File: config.mk
export PLATFORM = sky130hd
export DESIGN_NAME = irq_cycle_seq
export DESIGN_NICKNAME = d
export VERILOG_FILES = /design/src/rtl/irq_seq_pkg.sv /design/src/rtl/irq_seq_lane.sv /design/src/rtl/irq_seq_fsm.sv /design/src/rtl/irq_seq_drv.sv /design/src/rtl/irq_cycle_seq.sv
export SDC_FILE = /design/constraint.sdc
export NUM_CORES = 1
export LEC_CHECK = 0
export BUFFER_PORTS_ARGS = -buffer_cell sky130_fd_sc_hd__buf_2
export CORE_MARGIN = 5
export CORE_UTILIZATION = 25
export CTS_CLUSTER_SIZE = 8
export DETAILED_ROUTE_END_ITERATION = 10
export SLEW_MARGIN = 10
export SYNTH_ARGS = -nofsm -noshare
export SYNTH_HDL_FRONTEND = slang
export SYNTH_SLANG_ARGS = --single-unit
File: constraint.sdc
create_clock -name clk_i -period 1.4 [get_ports clk_i]
set_input_delay 0.14 -clock clk_i [delete_from_list [all_inputs] [get_ports clk_i]]
set_output_delay 0.14 -clock clk_i [all_outputs]
set_load 0.02 [all_outputs]
File: src/rtl/irq_seq_pkg.sv
package irq_seq_pkg;
  typedef enum logic [1:0] {
    ST_IDLE,
    ST_FIRST,
    ST_WAIT_ADDR,
    ST_SECOND
  } seq_state_e;

  localparam logic [1:0] KIND_NMI    = 2'b00;
  localparam logic [3:0] STAT_IDLE   = 4'b0000;
  localparam logic [3:0] STAT_ACK1   = 4'b0100;
  localparam logic [3:0] STAT_ACK2   = 4'b0101;
  localparam logic [3:0] STAT_RET1   = 4'b0110;
  localparam logic [3:0] STAT_RET2   = 4'b0111;
endpackage

File: src/rtl/irq_seq_lane.sv
module irq_seq_lane #(
  parameter int DATA_W = 16,
  parameter int BYTE_W = 8
) (
  input  logic              a0_i,
  input  logic [DATA_W-1:0] data_i,
  output logic [BYTE_W-1:0] byte_o,
  output logic              hbe_n_o
);
  localparam int LANES = DATA_W / BYTE_W;

  generate
    if (LANES >= 2) begin : g_two_lane
      assign byte_o  = a0_i ? data_i[2*BYTE_W-1:BYTE_W] : data_i[BYTE_W-1:0];
      assign hbe_n_o = ~a0_i;
    end else begin : g_one_lane
      logic unused_a0;
      assign unused_a0 = a0_i;
      assign byte_o    = data_i[BYTE_W-1:0];
      assign hbe_n_o   = 1'b1;
    end
  endgenerate
endmodule

File: src/rtl/irq_seq_fsm.sv
module irq_seq_fsm
  import irq_seq_pkg::*;
#(
  parameter int ADDR_W = 24,
  parameter int BYTE_W = 8
) (
  input  logic              clk_i,
  input  logic              rst_ni,
  input  logic              ack_req_i,
  input  logic [1:0]        ack_kind_i,
  input  logic              ret_req_i,
  input  logic              bus_rdy_i,
  input  logic [BYTE_W-1:0] low_byte_i,
  input  logic [BYTE_W-1:0] lane_byte_i,
  input  logic              casc_addr_vld_i,
  input  logic [ADDR_W-1:0] casc_addr_i,
  output seq_state_e        state_o,
  output logic              is_ret_o,
  output logic              is_nmi_o,
  output logic [ADDR_W-1:0] casc_addr_o,
  output logic [BYTE_W-1:0] casc_idx_o,
  output logic              done_o,
  output logic [BYTE_W-1:0] vector_o,
  output logic              cascaded_o
);
  localparam int IDX_LSB = 4;

  seq_state_e        state_q;
  logic              is_ret_q, is_nmi_q, is_vec_q, last_vec_q, done_q, casc_q;
  logic [ADDR_W-1:0] caddr_q;
  logic [BYTE_W-1:0] idx_q, vec_q;
  logic              casc_hit;

  assign casc_hit = &low_byte_i[BYTE_W-1:IDX_LSB];

  always_ff @(posedge clk_i or negedge rst_ni) begin
    if (!rst_ni) begin
      state_q    <= ST_IDLE;
      is_ret_q   <= 1'b0;
      is_nmi_q   <= 1'b0;
      is_vec_q   <= 1'b0;
      last_vec_q <= 1'b0;
      done_q     <= 1'b0;
      casc_q     <= 1'b0;
      caddr_q    <= '0;
      idx_q      <= '0;
      vec_q      <= '0;
    end else begin
      done_q <= 1'b0;
      case (state_q)
        ST_IDLE: begin
          if (ack_req_i) begin
            state_q  <= ST_FIRST;
            is_ret_q <= 1'b0;
            is_nmi_q <= (ack_kind_i == KIND_NMI);
            is_vec_q <= ack_kind_i[1];
          end else if (ret_req_i) begin
            if (last_vec_q) begin
              state_q  <= ST_FIRST;
              is_ret_q <= 1'b1;
              is_nmi_q <= 1'b0;
              is_vec_q <= 1'b1;
            end else begin
              done_q <= 1'b1;  // return handled by trap return, no cycle
            end
          end
        end
        ST_FIRST: begin
          if (bus_rdy_i) begin
            if (is_vec_q && casc_hit) begin
              idx_q   <= low_byte_i;
              state_q <= ST_WAIT_ADDR;
            end else begin
              vec_q   <= low_byte_i;
              casc_q  <= 1'b0;
              done_q  <= 1'b1;
              state_q <= ST_IDLE;
              if (!is_ret_q) last_vec_q <= is_vec_q;
            end
          end
        end
        ST_WAIT_ADDR: begin
          if (casc_addr_vld_i) begin
            caddr_q <= casc_addr_i;
            state_q <= ST_SECOND;
          end
        end
        ST_SECOND: begin
          if (bus_rdy_i) begin
            vec_q   <= is_ret_q ? idx_q : lane_byte_i;
            casc_q  <= 1'b1;
            done_q  <= 1'b1;
            state_q <= ST_IDLE;
            if (!is_ret_q) last_vec_q <= 1'b1;
          end
        end
        default: state_q <= ST_IDLE;
      endcase
    end
  end

  assign state_o     = state_q;
  assign is_ret_o    = is_ret_q;
  assign is_nmi_o    = is_nmi_q;
  assign casc_addr_o = caddr_q;
  assign casc_idx_o  = idx_q;
  assign done_o      = done_q;
  assign vector_o    = vec_q;
  assign cascaded_o  = casc_q;

  assert_no_cycle_ret_R8: assert property (@(posedge clk_i) disable iff (!rst_ni)
    (state_q == ST_IDLE && !ack_req_i && ret_req_i && !last_vec_q) |=> (state_q == ST_IDLE && done_q));

  assert_wait_addr_hold_R5: assert property (@(posedge clk_i) disable iff (!rst_ni)
    (state_q == ST_WAIT_ADDR && !casc_addr_vld_i) |=> (state_q == ST_WAIT_ADDR));

  assert_busy_no_accept_R10: assert property (@(posedge clk_i) disable iff (!rst_ni)
    (state_q == ST_FIRST && !bus_rdy_i) |=> ($stable(is_ret_q) && $stable(is_nmi_q)));
endmodule

File: src/rtl/irq_seq_drv.sv
module irq_seq_drv
  import irq_seq_pkg::*;
#(
  parameter int                ADDR_W   = 24,
  parameter logic [ADDR_W-1:0] NMI_ADDR = 24'hFFFF00,
  parameter logic [ADDR_W-1:0] ICU_ADDR = 24'hFFFE00
) (
  input  seq_state_e        state_i,
  input  logic              is_ret_i,
  input  logic              is_nmi_i,
  input  logic [ADDR_W-1:0] casc_addr_i,
  input  logic              lane_hbe_n_i,
  output logic              bus_req_o,
  output logic [ADDR_W-1:0] addr_o,
  output logic [3:0]        status_o,
  output logic              ddin_n_o,
  output logic              hbe_n_o,
  output logic              casc_req_o
);
  always_comb begin
    bus_req_o  = 1'b0;
    addr_o     = '0;
    status_o   = STAT_IDLE;
    ddin_n_o   = 1'b1;
    hbe_n_o    = 1'b1;
    casc_req_o = 1'b0;
    case (state_i)
      ST_FIRST: begin
        bus_req_o = 1'b1;
        addr_o    = is_nmi_i ? NMI_ADDR : ICU_ADDR;
        status_o  = is_ret_i ? STAT_RET1 : STAT_ACK1;
        ddin_n_o  = 1'b0;
      end
      ST_WAIT_ADDR: casc_req_o = 1'b1;
      ST_SECOND: begin
        bus_req_o = 1'b1;
        addr_o    = casc_addr_i;
        status_o  = is_ret_i ? STAT_RET2 : STAT_ACK2;
        ddin_n_o  = 1'b0;
        hbe_n_o   = lane_hbe_n_i;
      end
      default: ;
    endcase
  end
endmodule

File: src/rtl/irq_cycle_seq.sv
module irq_cycle_seq
  import irq_seq_pkg::*;
#(
  parameter int                ADDR_W   = 24,
  parameter int                DATA_W   = 16,
  parameter int                BYTE_W   = 8,
  parameter logic [ADDR_W-1:0] NMI_ADDR = 24'hFFFF00,
  parameter logic [ADDR_W-1:0] ICU_ADDR = 24'hFFFE00
) (
  input  logic              clk_i,
  input  logic              rst_ni,
  input  logic              ack_req_i,
  input  logic [1:0]        ack_kind_i,
  input  logic              ret_req_i,
  output logic              bus_req_o,
  output logic [ADDR_W-1:0] addr_o,
  output logic [3:0]        status_o,
  output logic              ddin_n_o,
  output logic              hbe_n_o,
  input  logic              bus_rdy_i,
  input  logic [DATA_W-1:0] bus_data_i,
  output logic              casc_req_o,
  output logic [BYTE_W-1:0] casc_idx_o,
  input  logic              casc_addr_vld_i,
  input  logic [ADDR_W-1:0] casc_addr_i,
  output logic              done_o,
  output logic [BYTE_W-1:0] vector_o,
  output logic              cascaded_o
);
  seq_state_e        state;
  logic              is_ret, is_nmi, lane_hbe_n;
  logic [ADDR_W-1:0] caddr;
  logic [BYTE_W-1:0] lane_byte;

  irq_seq_lane #(.DATA_W(DATA_W), .BYTE_W(BYTE_W)) u_lane (
    .a0_i   (caddr[0]),
    .data_i (bus_data_i),
    .byte_o (lane_byte),
    .hbe_n_o(lane_hbe_n)
  );

  irq_seq_fsm #(.ADDR_W(ADDR_W), .BYTE_W(BYTE_W)) u_fsm (
    .clk_i          (clk_i),
    .rst_ni         (rst_ni),
    .ack_req_i      (ack_req_i),
    .ack_kind_i     (ack_kind_i),
    .ret_req_i      (ret_req_i),
    .bus_rdy_i      (bus_rdy_i),
    .low_byte_i     (bus_data_i[BYTE_W-1:0]),
    .lane_byte_i    (lane_byte),
    .casc_addr_vld_i(casc_addr_vld_i),
    .casc_addr_i    (casc_addr_i),
    .state_o        (state),
    .is_ret_o       (is_ret),
    .is_nmi_o       (is_nmi),
    .casc_addr_o    (caddr),
    .casc_idx_o     (casc_idx_o),
    .done_o         (done_o),
    .vector_o       (vector_o),
    .cascaded_o     (cascaded_o)
  );

  irq_seq_drv #(.ADDR_W(ADDR_W), .NMI_ADDR(NMI_ADDR), .ICU_ADDR(ICU_ADDR)) u_drv (
    .state_i     (state),
    .is_ret_i    (is_ret),
    .is_nmi_i    (is_nmi),
    .casc_addr_i (caddr),
    .lane_hbe_n_i(lane_hbe_n),
    .bus_req_o   (bus_req_o),
    .addr_o      (addr_o),
    .status_o    (status_o),
    .ddin_n_o    (ddin_n_o),
    .hbe_n_o     (hbe_n_o),
    .casc_req_o  (casc_req_o)
  );

  assert_status_group_R2: assert property (@(posedge clk_i) disable iff (!rst_ni)
    bus_req_o |-> (status_o[3:2] == 2'b01 && !ddin_n_o));

  assert_first_lane_R3: assert property (@(posedge clk_i) disable iff (!rst_ni)
    (bus_req_o && (status_o == STAT_ACK1 || status_o == STAT_RET1)) |-> (hbe_n_o && !addr_o[0]));

  assert_cycle_hold_R4: assert property (@(posedge clk_i) disable iff (!rst_ni)
    (bus_req_o && !bus_rdy_i) |=> (bus_req_o && $stable(addr_o) && $stable(status_o) && $stable(hbe_n_o)));

  assert_casc_quiet_bus_R5: assert property (@(posedge clk_i) disable iff (!rst_ni)
    casc_req_o |-> !bus_req_o);

  assert_second_lane_R6: assert property (@(posedge clk_i) disable iff (!rst_ni)
    (bus_req_o && (status_o == STAT_ACK2 || status_o == STAT_RET2)) |-> (hbe_n_o == !addr_o[0]));

  assert_done_quiet_R11: assert property (@(posedge clk_i) disable iff (!rst_ni)
    done_o |-> (!bus_req_o && !casc_req_o));
endmodule

## Yosys cells after proc, flatten, opt, wreduce, memory -nomap -nowiden

Index checks and enable logic that the tools add are counted.

| word-level totals | value |
|---|---|
| bits in registers | 48 |
| bits of input ports | 48 |
| output and inout bits | 50 |

| operators by class | value |
|---|---|
| equality and inequality tests | 11 |
| muxes and demuxes | 47 |
| bitwise gates (word level) | 1 |
| reductions and logical operators | 14 |

Operator list:

| kind | count |
|---|---|
| $pmux 24 s2 | 1 |
| $mux 8 | 5 |
| $mux 1 | 25 |
| $mux 2 | 9 |
| $pmux 8 s2 | 1 |
| $ne 2x2->1 const B | 6 |
| $mux 9 | 1 |
| $pmux 2 s4 | 1 |
| $pmux 4 s2 | 1 |
| $reduce_and 4->1 | 2 |
| $reduce_and 3->1 | 2 |
| $reduce_and 6->1 | 1 |
| $reduce_bool 2->1 | 3 |
| $reduce_and 5->1 | 1 |
| $eq 2x2->1 const B | 2 |
| $logic_not 2->1 | 2 |
| $pmux 1 s2 | 2 |
| $ne 3x2->1 const B | 1 |
| $ne 3x3->1 const B | 1 |
| $pmux 1 s3 | 1 |
| $eq 2x1->1 const B | 1 |
| $reduce_and 2->1 | 1 |
| $reduce_or 2->1 | 1 |
| $logic_and 1x1->1 | 1 |
| $not 1->1 | 1 |

## Depth between registers and ports, before layout

Gate-level depths: netlist of run 1.

| logic depth | value |
|---|---|
| depth after elaboration | 5 |
| depth in mapped cells | 5 |
| mapped depth without buffers | 4 |

## Hierarchy

Synthesis of run 1 repeated with hierarchy kept, for this count alone.

| unflattened totals | value |
|---|---|
| cell total of the unflattened synthesis | 209 |
| area total of the unflattened synthesis | 2476.1 um2 |

Modules (own cells, without submodules):

| module | times used | cells each | area an instance (um2) | seq. area each (um2) |
|---|---|---|---|---|
| irq_seq_fsm | 1 | 145 | 2048.2 | 1201.2 |
| irq_seq_drv | 1 | 54 | 292.8 | 0.0 |
| irq_seq_lane | 1 | 10 | 135.1 | 0.0 |

## Worst setup path before layout of run 1

No wires, ideal clock.

| timing path | value |
|---|---|
| path type | flip-flop to flip-flop |
| start point | register u_fsm.state_q[0], in the netlist u_fsm.state_o[0] |
| end point | register u_fsm.caddr_q[10], in the netlist u_fsm.casc_addr_o[10] |
| setup time | 0.125 ns |
| arrival | 1.340 ns |
| data required time | 1.275 ns |
| setup slack | -0.065 ns |
| stages on the path, launching flop included | 5 |
| buffers on the path | 1 |
| period minus slack after synthesis | 1.465 ns |
| cell sequence | dfrtp_1 and2b_1 nand2_2 buf_4 mux2_2 |

| on the way | value |
|---|---|
| word-level cells in the longest chain between the ends | 2 |

Ends and longest elaborated chain:

| item | line | RTL |
|---|---|---|
| from (decl) | irq_seq_fsm.sv:28 | `seq_state_e state_q;` |
| from (signal assigned) | irq_seq_fsm.sv:38 | `state_q <= ST_IDLE;` |
| from (signal assigned) | irq_seq_fsm.sv:53 | `state_q <= ST_FIRST;` |
| from (signal assigned) | irq_seq_fsm.sv:59 | `state_q <= ST_FIRST;` |
| $eq 2x2->1 | irq_seq_fsm.sv:50 | `case (state_q)` |
| $reduce_and 2->1 (no line) | - |  |
| to (signal assigned) | irq_seq_fsm.sv:84 | `caddr_q <= casc_addr_i;` |
| to (decl) | irq_seq_fsm.sv:30 | `logic [ADDR_W-1:0] caddr_q;` |

No other way between the ends.
A chain may end at the register's enable or synchronous reset.

## Worst setup path after layout of run 1

| timing path | value |
|---|---|
| start point | register u_fsm.state_q[0], in the netlist u_fsm.state_o[0] |
| end point | output addr_o[0] |

| on the way | value |
|---|---|
| word-level cells in the longest chain between the ends | 2 |

Ends and longest elaborated chain:

| item | line | RTL |
|---|---|---|
| $eq 2x2->1 or $eq 2x1->1 (tied branches) | irq_seq_drv.sv:27 | `case (state_i)` |
| $pmux 24 s2 * | irq_seq_drv.sv:27 |  |
| to (decl) | irq_cycle_seq.sv:16 | `output logic [ADDR_W-1:0] addr_o,` |

Every way passes the cells marked *; elsewhere a longest branch is shown, timed or not.

==> results of run 1 <==
## sequential cells by signal, summed over array words and instances, names as in the netlist, named ones only
register,count
u_fsm.is_vec_q,1
u_fsm.last_vec_q,1
u_fsm.state_o,1
u_fsm.vector_o,8
u_fsm.is_nmi_o,1
u_fsm.is_ret_o,1
u_fsm.casc_addr_o,24
u_fsm.casc_idx_o,8
u_fsm.cascaded_o,1
u_fsm.done_o,1
## worst max-delay path, cell delays in order (launching register included)
cell and delay (ns):
dfrtp_1 0.43, buf_6 0.14, and2_4 0.16, buf_6 0.13
nand2_4 0.07, inv_2 0.04, buf_6 0.12
## final cells by class
class / count / area [um2] / share of cell area, %
inverter: 21 / 86.3 / 2.25
clock inverter: 2 / 35.0 / 0.912
multi-input combinational: 118 / 1200 / 31.2
sequential: 48 / 1200 / 31.3
timing repair buffer: 135 / 1110 / 28.9
tap: 108 / 135 / 3.52
clock buffer: 6 / 72.6 / 1.89
## worst max-delay path by stage
stage                           startpoint               endpoint  slack, ns  cells past startpoint
final                     u_fsm.state_o[0]              addr_o[0]      -0.12                      6
after global routing      u_fsm.state_o[0]              addr_o[0]      -0.18                      6
after CTS                        flip-flop              addr_o[8]      -0.15                      5
after detailed placement         flip-flop      u_fsm.vector_o[7]     -0.006                      5
after global placement           flip-flop  u_fsm.casc_addr_o[18]       0.01                      4
after floorplan           u_fsm.state_o[0]             addr_o[13]      -0.05                      3
## synthesized netlist by cell type (2+ instances only)
cell	number	area share, %
mux2i_1	2	0.91
buf_1	2	0.34
o2bb2ai_1	8	3.2
buf_4	4	1.4
and3_1	7	2.0
o21ai_0	9	2.0
clkinv_1	2	0.34
a21oi_1	17	3.9
or2_2	4	1.1
buf_2	4	0.91
nor2_1	6	1.0
mux2_2	28	14
o21a_1	3	1.0
o22ai_1	9	2.5
clkbuf_1	4	0.68
dfrtp_1	48	54
inv_1	19	3.2
nand2_1	11	1.9
## through the flow
stage | cell area [um2] | hold slack (ns)
finish | 3840 | 0.0294
floorplan | 2220 | -0.156
CTS | 3330 | 0.0329
global route | 3840 | 0.0271
detailed placement | 2930 | 0.125
global placement | 2930 | 0.121
## power by group
group | internal, mW | total [mW] | switching (mW)
clock | 0.531 | 0.987 | 0.456
combinational | 1.67 | 3.33 | 1.66
sequential | 1.94 | 2.34 | 0.398
total | 4.14 | 6.65 | 2.51
## cell families after synthesis
family / share of synthesized area, %
simple gates: 9.24
flops: 54.4
other cells: 0.170
mux: 15.2
buf+inv: 6.86
compound gates: 14.2
## per-layer routing
layer | wire length [um] | GRT usage (%)
met3 | 227 | 2.30
met4 | 104 | 3.79
met1 | 3160 | 15.1
met2 | 3910 | 20.5
met5 | 0 | 0
## timing repair
action                                  in CTS  in global routing
buffers inserted                             6                  7
endpoints found under the setup margin      44                 58
hold buffers                                 1                  0
endpoints found under the hold margin       17                  0
cloned                                       1                  7
pin swaps                                    1                 21
resized for setup                           65                101
==> summary.txt, run 1 <==
Run status
  • Status: complete, but fails checks
  • Failing checks: negative setup slack

Run
  • Max Cap Viol: 0

Cells and area
  • Syn-to-layout area delta: 73.9%
  • Commonest non-fill, non-tap cell in the layout: buf_2
  • Final nets: ~380
  • Most frequent cells in the layout: buf_2 (68), dfrtp_1 (46), buf_6 (34)
  • Diode count: 0
  • Layout cells sized above 1: approximately two thirds
  • Filler cells: 837
  • Post-route insts no fill: roughly 440
  • Final core utilization: between 40% and 50%

Clock network
  • CTS Root Cell: clkbuf_8
  • Clk Latency, worst-skew pair: about 0.30 ns
  • CTS tree: yes
  • Clock Sink Count: 48
  • Clock buffer count from CTS: 5
  • H-tree depth: 2
  • CTS max path bufs: 2
  • Clock transition at path regs: approximately 0.09 ns

Place
  • # port buffers: 96
  • Gpl congestion: 0.757
  • Dpl hpwl: 4.59 mm
  • Placed insts: between 400 and 500
  • Pre-CTS setup slack: -0.00641 ns

Worst setup path
  • R2R depth: 4
  • Setup crit end kind: output port
  • Startpoint types: flip-flop
  • R2R Setup Slk: -0.06 ns
  • Arrival time at the worst endpoint: 1.38 ns
  • Req. time, crit path: 1.26 ns
  • Crit path max fanout: 4
  • Worst r2r dst: u_fsm.casc_idx_o[3]
  • WS Path Type: reg -> out

Synthesis
  • Ys async rst share: between 90% and 100%
  • Cells after Synth: 201
  • Post-synthesis sequential area ratio: between 50 and 60%
  • Distinct cell type count after synthesis: 32
  • Ys flop type: dfrtp_1
  • Synth Area per Inst: 11.0 um2
  • Yosys Warn Count: 0
  • Number of synthesized flops with an enable pin: 0
  • Syn Nets: 249
  • Synth Register Bits: 48
  • Synth Cell Area: 2210 um2

Min path
  • Hold WC Path Type: in -> reg
  • Hold Path Origin: ack_kind_i[0]
  • Hold path depth: 2
  • Min-Delay Endpoint: u_fsm.is_nmi_o

Routing
  • WL final: 7.40 mm
  • Wire per inst: 16.9 um
  • DRC: 0
  • Final ANT Viol Nets: 0
  • Routed via count: approximately 2.0k
  • Pre-Repair DR Iteration Count: 4
  • Via/cell ratio: between 4 and 5
  • Initial DRC count: 66

Floorplanning
  • Top Ports: 98
  • Die Y: 104 um
  • Starting Density: 25.4%
  • Die Span X: 104 um
  • Std-Cell Rows: 34
  • Core footprint: roughly 8700 um2
  • Die area: 10800 um2

Timing
  • Unrepaired setup endpoints after global routing: yes
  • Setup TNS: -1.87 ns
  • Fin crit period: 1.52 ns
  • Slew Limit Fails: 0
  • Final Hold Vio Count: 0
  • Final WS setup: -0.122 ns
  • Setup violators final: 41
  • F_max: about 660 MHz
  • Final worst path period share: 109%
  • Final worst clock skew: 0.00654 ns

Global routing
  • Initial antenna violation count: 0
  • Largest net degree at the start of global routing: 32
  • First-pass GRT wire length: 10.6 mm
  • Total global routing track utilization: between 10% and 20%
  • Vias in the first global route: 2075
  • GRT Residual Overflow: 0

Power and ir drop
  • Pwr per Cell Area: between 1500 and 2000 nW/um2
  • Maximum vdd drop: 0.598 mV
  • LEAKAGE: roughly 2 nW
  • Final Power: between 6 and 7 mW
Note: power is estimated with default switching activity, not from simulation.
==> run 2: changes to the inputs <==
- ABC_AREA: not set -> 1
- GPL_TIMING_DRIVEN: not set -> 0
==> run 2 against run 1 <==
Net effect:
- the run still ends with negative setup slack left
- die area rose by 6.0%
- design area fell by 8.1%
- global-route usage rose by 0.71 points
- core utilization fell by 5.9 points
- critical path depth did not move
- worst setup slack improved by 0.10 ns
- clock-buffer cell count did not move
- clock skew rose by 0.0013 ns
- synthesized cell count rose by 55%
- register-to-register slack improved by 0.14 ns
- routed wire length fell by 2.7%
- critical path type unchanged
- critical endpoint is now hbe_n_o
- largest power group unchanged
- highest routed layer unchanged
==> summary.txt, run 2 <==
Run status
  • Status: complete, but fails checks
  • Failing checks: negative setup slack

Routing
  • Pre-Repair DR Iteration Count: 4 (unchanged)
  • Final ANT Viol Nets: 0 (unchanged)
  • Via/cell ratio: 4.43 (-4.2%)
  • DRC: 0 (unchanged)
  • WL final: 7.20 mm (-2.7%)
  • Initial DRC count: 86 (+30%)
  • Wire per inst: 13.3 um (-21%)
  • Routed via count: 2394 (+18%)

Timing
  • Slew margin rel.: approximately 58%
  • F_max: 705 MHz (+7.3%)
  • Slew Limit Fails: 0 (unchanged)
  • Final worst clock skew: 0.00783 ns (+0.00129 ns)
  • Fin crit period: 1.42 ns (-0.104 ns)
  • Worst-Margin Slew: between 0.6 and 0.7 ns
  • Final worst path period share: 101% (-7.4 points)
  • Final WS setup: -0.0177 ns (+0.104 ns)
  • Final Hold Vio Count: 0 (unchanged)
  • Setup violators final: 11 (-73%)
  • Unrepaired setup endpoints after global routing: yes

Synthesis
  • Count leader, synth: nand2_1
  • Number of synthesized flops with an enable pin: 0 (unchanged)
  • Post-synth top cells: nand2_1 (125), dfrtp_1 (48), nand3_1 (28), inv_1 (26), nor2_1 (22)
  • Ys flop type: dfrtp_1
  • Ys async rst share: 100% (unchanged)
  • Synth Register Bits: 48 (unchanged)
  • Cells after Synth: 311 (+55%)
  • Synth Cell Area: 2360 um2 (+6.7%)
  • Yosys Warn Count: 0 (unchanged)
  • Cell accounting for the most synthesized area: dfrtp_1
  • Distinct cell type count after synthesis: 24 (-25%)
  • Top post-synthesis cells by area: dfrtp_1 (51%), nand2_1 (20%), nand3_1 (5.9%)
  • Post-synthesis sequential area ratio: 51.0% (-3.4 points)
  • Synth Area per Inst: 7.58 um2 (-31%)
  • Syn Nets: 359 (+44%)
  • Post-synth top area share: 51.0% (-3.4 points)

Global routing
  • Total global routing track utilization: 12.7% (+0.71 points)
  • GRT Residual Overflow: 0 (unchanged)
  • Initial antenna violation count: 0 (unchanged)
  • First-pass GRT wire length: 11.7 mm (+9.9%)
  • Vias in the first global route: 2385 (+15%)
  • Largest net degree at the start of global routing: 49 (+53%)

Worst setup path
  • Arrival time at the worst endpoint: 1.28 ns (-0.10 ns)
  • Req. time, crit path: 1.26 ns (about the same)
  • WS Path Type: reg -> out
  • Crit path max fanout: 7 (+3)
  • Startpoint types: flip-flop
  • Setup crit end kind: output port

Floorplanning
  • Top Ports: 98 (unchanged)
  • Core footprint: 9200 um2 (+6.0%)
  • Die area: 11500 um2 (+6.0%)
  • Starting Density: 25.6% (+0.17 points)
  • Die Y: 107 um (+3.0%)
  • Die Span X: 107 um (+3.0%)
  • Std-Cell Rows: 35 (+2.9%)

Clock network
  • Clock transition at path regs: 0.08 ns (about the same)
  • CTS tree: yes
  • Clock Sink Count: 48 (unchanged)
  • CTS Root Cell: clkbuf_8
  • CTS max path bufs: 2 (unchanged)
  • H-tree depth: 2 (unchanged)
  • Clock buffer count from CTS: 5 (unchanged)
  • Clk Latency, worst-skew pair: 0.29 ns (about the same)

Place
  • # port buffers: 95 (-1.0%)
  • Dpl hpwl: 5.24 mm (+14%)
  • Placed insts: 517 (+27%)
  • Pre-CTS setup slack: 0.00920 ns (+0.0156 ns)
  • Gpl congestion: 0.841 (+11%)

Cells and area
  • Commonest non-fill, non-tap cell in the layout: nand2_1
  • Filler cells: 970 (+16%)
  • Post-route insts no fill: 541 (+24%)
  • Syn-to-layout area delta: 49.8%
  • Layout cells sized above 1: 39.1% (-27 points)
  • Most frequent cells in the layout: nand2_1 (110), buf_2 (70), dfrtp_1 (47)
  • Max reg flops: 24 (unchanged)
  • Diode count: 0 (unchanged)
  • Final nets: 478 (+27%)

Power and ir drop
  • LEAKAGE: 1.95 nW (+0.33%)
  • Maximum vdd drop: 0.835 mV (+40%)
  • Pwr per Cell Area: 1700 nW/um2 (-1.7%)

Min path
  • Hold WC Path Type: in -> reg

Run
  • Max Cap Viol: 0 (unchanged)
[run 2: cells by family after synthesis]
logic type | after synthesis | synth area share, %
AOI/OAI and AO/OA | 32 | 7.33
other | 1 | 0.159
buffers and inverters | 47 | 9.24
DFF | 48 | 51.0
and+or+nand+nor | 183 | 32.3
[run 2: area by class of cell]
type,count,area (um2),area share (%)
clock buffer,6,72.6,2.06
sequential,48,1200,34.1
inverter,29,118,3.33
multi-input combinational,216,1050,29.7
clock inverter,1,5.00,0.142
timing repair buffer,113,790,22.4
tap,111,139,3.93
buffer,17,155,4.40
[run 2: worst paths after layout]
kind	to	slack [ns]	cells past startpoint	start
max in group asynchronous	asynchronous set/reset pin	0.54	2	rst_ni
worst max register to register	u_fsm.vector_o[5]	0.08	6	u_fsm.casc_addr_o[0]
min in group asynchronous	u_fsm.vector_o[3]	0.39	2	rst_ni
worst min-delay path	u_fsm.is_nmi_o	0.04	2	ack_kind_i[0]
worst max-delay path	hbe_n_o	-0.02	6	u_fsm.state_o[0]
worst min register to register	u_fsm.cascaded_o	0.47	2	u_fsm.cascaded_o
[run 2: layer usage]
layer / up-vias / global-route usage, % / wire (um)
met2: 81 / 21.4 / 3490
met5: - / 0 / 0
li1: 1194 / - / -
met1: 1112 / 16.1 / 3090
met4: 0 / 2.83 / 57
met3: 7 / 3.49 / 562
[run 2: repair_timing]
item | in CTS | in global routing
resized for setup | 62 | 41
endpoints found under the setup margin | 30 | 57
pin swaps | 1 | 0
hold endpoints to repair | 0 | 48
gates cloned | 1 | 1
hold buffers | 0 | 1
buffers inserted | 10 | 5
[run 2: where the power goes]
part           total [mW]  internal, mW  switching, mW
registers            2.20          1.90          0.299
clock network       0.788         0.341          0.447
logic                3.02          1.28           1.75
total                6.01          3.52           2.49
[run 2: critical path, cell delays in order (launching register included)]
cell	delay, ns
dfrtp_1	0.36
buf_6	0.16
nand2_8	0.08
buf_12	0.14
nor2_4	0.08
inv_2	0.04
buf_6	0.12
[run 2: through the flow]
stage / setup TNS, ns / hold slack, ns / area (um2) / power, mW / util (%)
after floorplan: 0 / -0.156 / 2360 / 3.71 / -
after global placement: 0 / 0.353 / 2970 / 4.49 / 32.3
after detailed placement: 0 / 0.360 / 2970 / 4.54 / 32.3
after CTS: -0.681 / 0.0364 / 3340 / 5.86 / 36.3
after global routing: -1.70 / 0.0352 / 3530 / 6.46 / 38.4
final: -0.0726 / 0.0374 / 3530 / 6.01 / 38.4
==> run 3: changes to the inputs <==
- BUFFER_PORTS_ARGS: -buffer_cell sky130_fd_sc_hd__buf_2 -> not set
- DONT_BUFFER_PORTS: not set -> 1
==> run 3 against run 2 <==
Net effect:
- the run still ends with negative setup slack left
- sequential share of layout area is 3.2 points higher
- flip-flop and latch count unchanged
- clock-buffer cell count is 1 higher
- die area did not move
- largest cell class unchanged
- highest routed layer unchanged
==> summary.txt, run 3 (synthesis results as in run 2) <==
Clock network
  • Clock Sink Count: 48 (unchanged)
  • Clock buffer count from CTS: 5 (unchanged)
  • H-tree depth: 2 (unchanged)
  • CTS max path bufs: 2 (unchanged)
  • Clock transition at path regs: 0.09 ns (about the same)
  • CTS tree: yes
  • Clk Latency, worst-skew pair: 0.29 ns (about the same)
  • CTS Root Cell: clkbuf_8

Routing
  • Pre-Repair DR Iteration Count: 5 (+1)
  • Initial DRC count: 70 (-19%)
  • DRC: 0 (unchanged)
  • Wire per inst: 15.1 um (+13%)
  • Met2 WL post-DR: 3.52 mm (+0.86%)
  • Wire length on met3: 536 um (-4.6%)
  • Final ANT Viol Nets: 0 (unchanged)
  • Via/cell ratio: 4.52 (+2.2%)
  • Uppermost layer routed: met4
  • Met1 WL: 3.01 mm (-2.5%)
  • Routed via count: 2130 (-11%)
  • WL final: 7.12 mm (-1.2%)

Floorplanning
  • Die area: 11500 um2 (unchanged)
  • Top Ports: 98 (unchanged)
  • Starting Density: 25.6% (unchanged)
  • Core footprint: 9200 um2 (unchanged)
  • Die Span X: 107 um (unchanged)
  • Std-Cell Rows: 35 (unchanged)
  • Die Y: 107 um (unchanged)

Global routing
  • Vias in the first global route: 2260 (-5.2%)
  • Largest net degree at the start of global routing: 49 (unchanged)
  • Initial antenna violation count: 0 (unchanged)
  • Total global routing track utilization: 12.9% (+0.22 points)
  • First-pass GRT wire length: 11.8 mm (+0.83%)
  • GRT Residual Overflow: 0 (unchanged)

Place
  • Placed insts: 422 (-18%)
  • # port buffers: 0 (-100%)
  • Gpl congestion: 0.776 (-7.8%)
  • Placed cell areas: 2500 um2 (-16%)
  • Dpl hpwl: 5.10 mm (-2.8%)

Cells and area
  • Layout cells sized above 1: 20.0% (-19 points)
  • Post-route insts no fill: 471 (-13%)
  • Seq. cell area: 1200 um2 (unchanged)
  • Syn-to-layout area delta: 37.0%
  • Final instance area: 3230 um2 (-8.6%)
  • Area of the multi-input gates: 1070 um2 (+1.9%)
  • Filler cells: 967 (-0.31%)
  • Diode count: 0 (unchanged)
  • Most frequent cells in the layout: nand2_1 (111), dfrtp_1 (47), dlygate4sd3_1 (31)
  • Max reg flops: 24 (unchanged)
  • Commonest non-fill, non-tap cell in the layout: nand2_1
  • Final nets: 408 (-15%)

Run status
  • Failing checks: negative setup slack
  • Status: complete, but fails checks

Timing
  • Final worst clock skew: 0.00346 ns (-0.00437 ns)
  • Setup TNS: -0.799 ns (-0.726 ns)
  • Final Hold Vio Count: 0 (unchanged)
  • Setup violators final: 22 (+11)
  • Slew Limit Fails: 0 (unchanged)
  • F_max: 677 MHz (-4.0%)
  • Unrepaired setup endpoints after global routing: yes
  • Final worst path period share: 105% (+4.2 points)
  • Final WS setup: -0.0761 ns (-0.0584 ns)
  • Fin crit period: 1.48 ns (+0.0584 ns)

Power and ir drop
  • NetSw: 2.38 mW (-4.6%)
  • Pwr per Cell Area: 1680 nW/um2 (-1.1%)
  • Maximum vdd drop: 0.626 mV (-25%)
  • Logic pwr share: 39.3% (-11 points)
  • Sequential group share of total power: 44.1% (+7.5 points)
  • Switching part of the total power: 43.8% (+2.3 points)
  • Clock share of power: 16.6% (+3.5 points)
  • P_int: 3.06 mW (-13%)
  • LEAKAGE: 1.64 nW (-16%)

Worst setup path
  • Crit path max fanout: 10 (+3)
  • Arrival time at the worst endpoint: 1.34 ns (+0.06 ns)
  • Startpoint types: flip-flop
  • Setup crit end kind: output port
  • Req. time, crit path: 1.26 ns (about the same)
  • WS Path Type: reg -> out

Run
  • Max Cap Viol: 0 (unchanged)

Min path
  • Hold WC Path Type: in -> reg
## run 3: repair_timing
action	CTS	global route
cloned	1	1
endpoints found under the hold margin	75	1
resized for setup	46	21
pin swaps	1	4
endpoints found under the setup margin	29	50
buffers inserted	5	3
hold buffers	31	1
## run 3: area by class of cell
type | instances | share of cell area (%)
inverters | 29 | 3.53
clock buffers | 7 | 2.99
repair buffers | 42 | 13.4
well taps | 111 | 4.30
flip-flops and latches | 48 | 37.3
multi-input cells | 216 | 33.1
plain buffers | 18 | 5.39
## run 3: metal layers
metal  global-route usage (%)  vias up
li1                         -     1058
met1                     15.9      988
met2                     22.6       80
met3                     3.55        4
met4                     2.47        0
met5                        0        -
## run 3: worst paths after layout
path                                  startpoint                          to  slack [ns]  depth (start not counted)
min                                bus_data_i[3]         u_fsm.casc_idx_o[3]       0.004                          2
max                                    flip-flop                  addr_o[21]       -0.08                          4
max reg2reg                            flip-flop           u_fsm.vector_o[3]        0.08                          7
max in group asynchronous                 rst_ni  asynchronous set/reset pin        0.82                          2
min in group asynchronous                 rst_ni           u_fsm.vector_o[3]        0.35                          2
min reg2reg                u_fsm.casc_addr_o[22]       u_fsm.casc_addr_o[22]        0.48                          2
## run 3: power by group through the flow
stage               Combinational [mW]  Sequential (mW)  Clock [mW]
finish                            2.14             2.40       0.905
floorplan                         1.40             2.31           0
global route                      2.41             2.47       0.993
global placement                  1.66             2.41           0
CTS                               2.08             2.40       0.930
detailed placement                1.69             2.42           0
## run 3: through the flow
stage / hold WS [ns] / utilization, % / worst slack (ns) / power, mW
detailed placement: -0.154 / 27.2 / -0.0616 / 4.11
CTS: 0.00107 / 34.2 / -0.0793 / 5.41
floorplan: -0.156 / - / 0.124 / 3.71
global placement: -0.154 / 27.2 / -0.0583 / 4.06
finish: 0.00435 / 35.1 / -0.0761 / 5.44
global route: 0.00401 / 35.1 / -0.137 / 5.87
## run 3: worst max-delay path: stages, from the launching register on
cell	delay [ns]
dfrtp_2	0.49
inv_4	0.12
nand2_2	0.13
buf_12	0.19
nand2_2	0.12
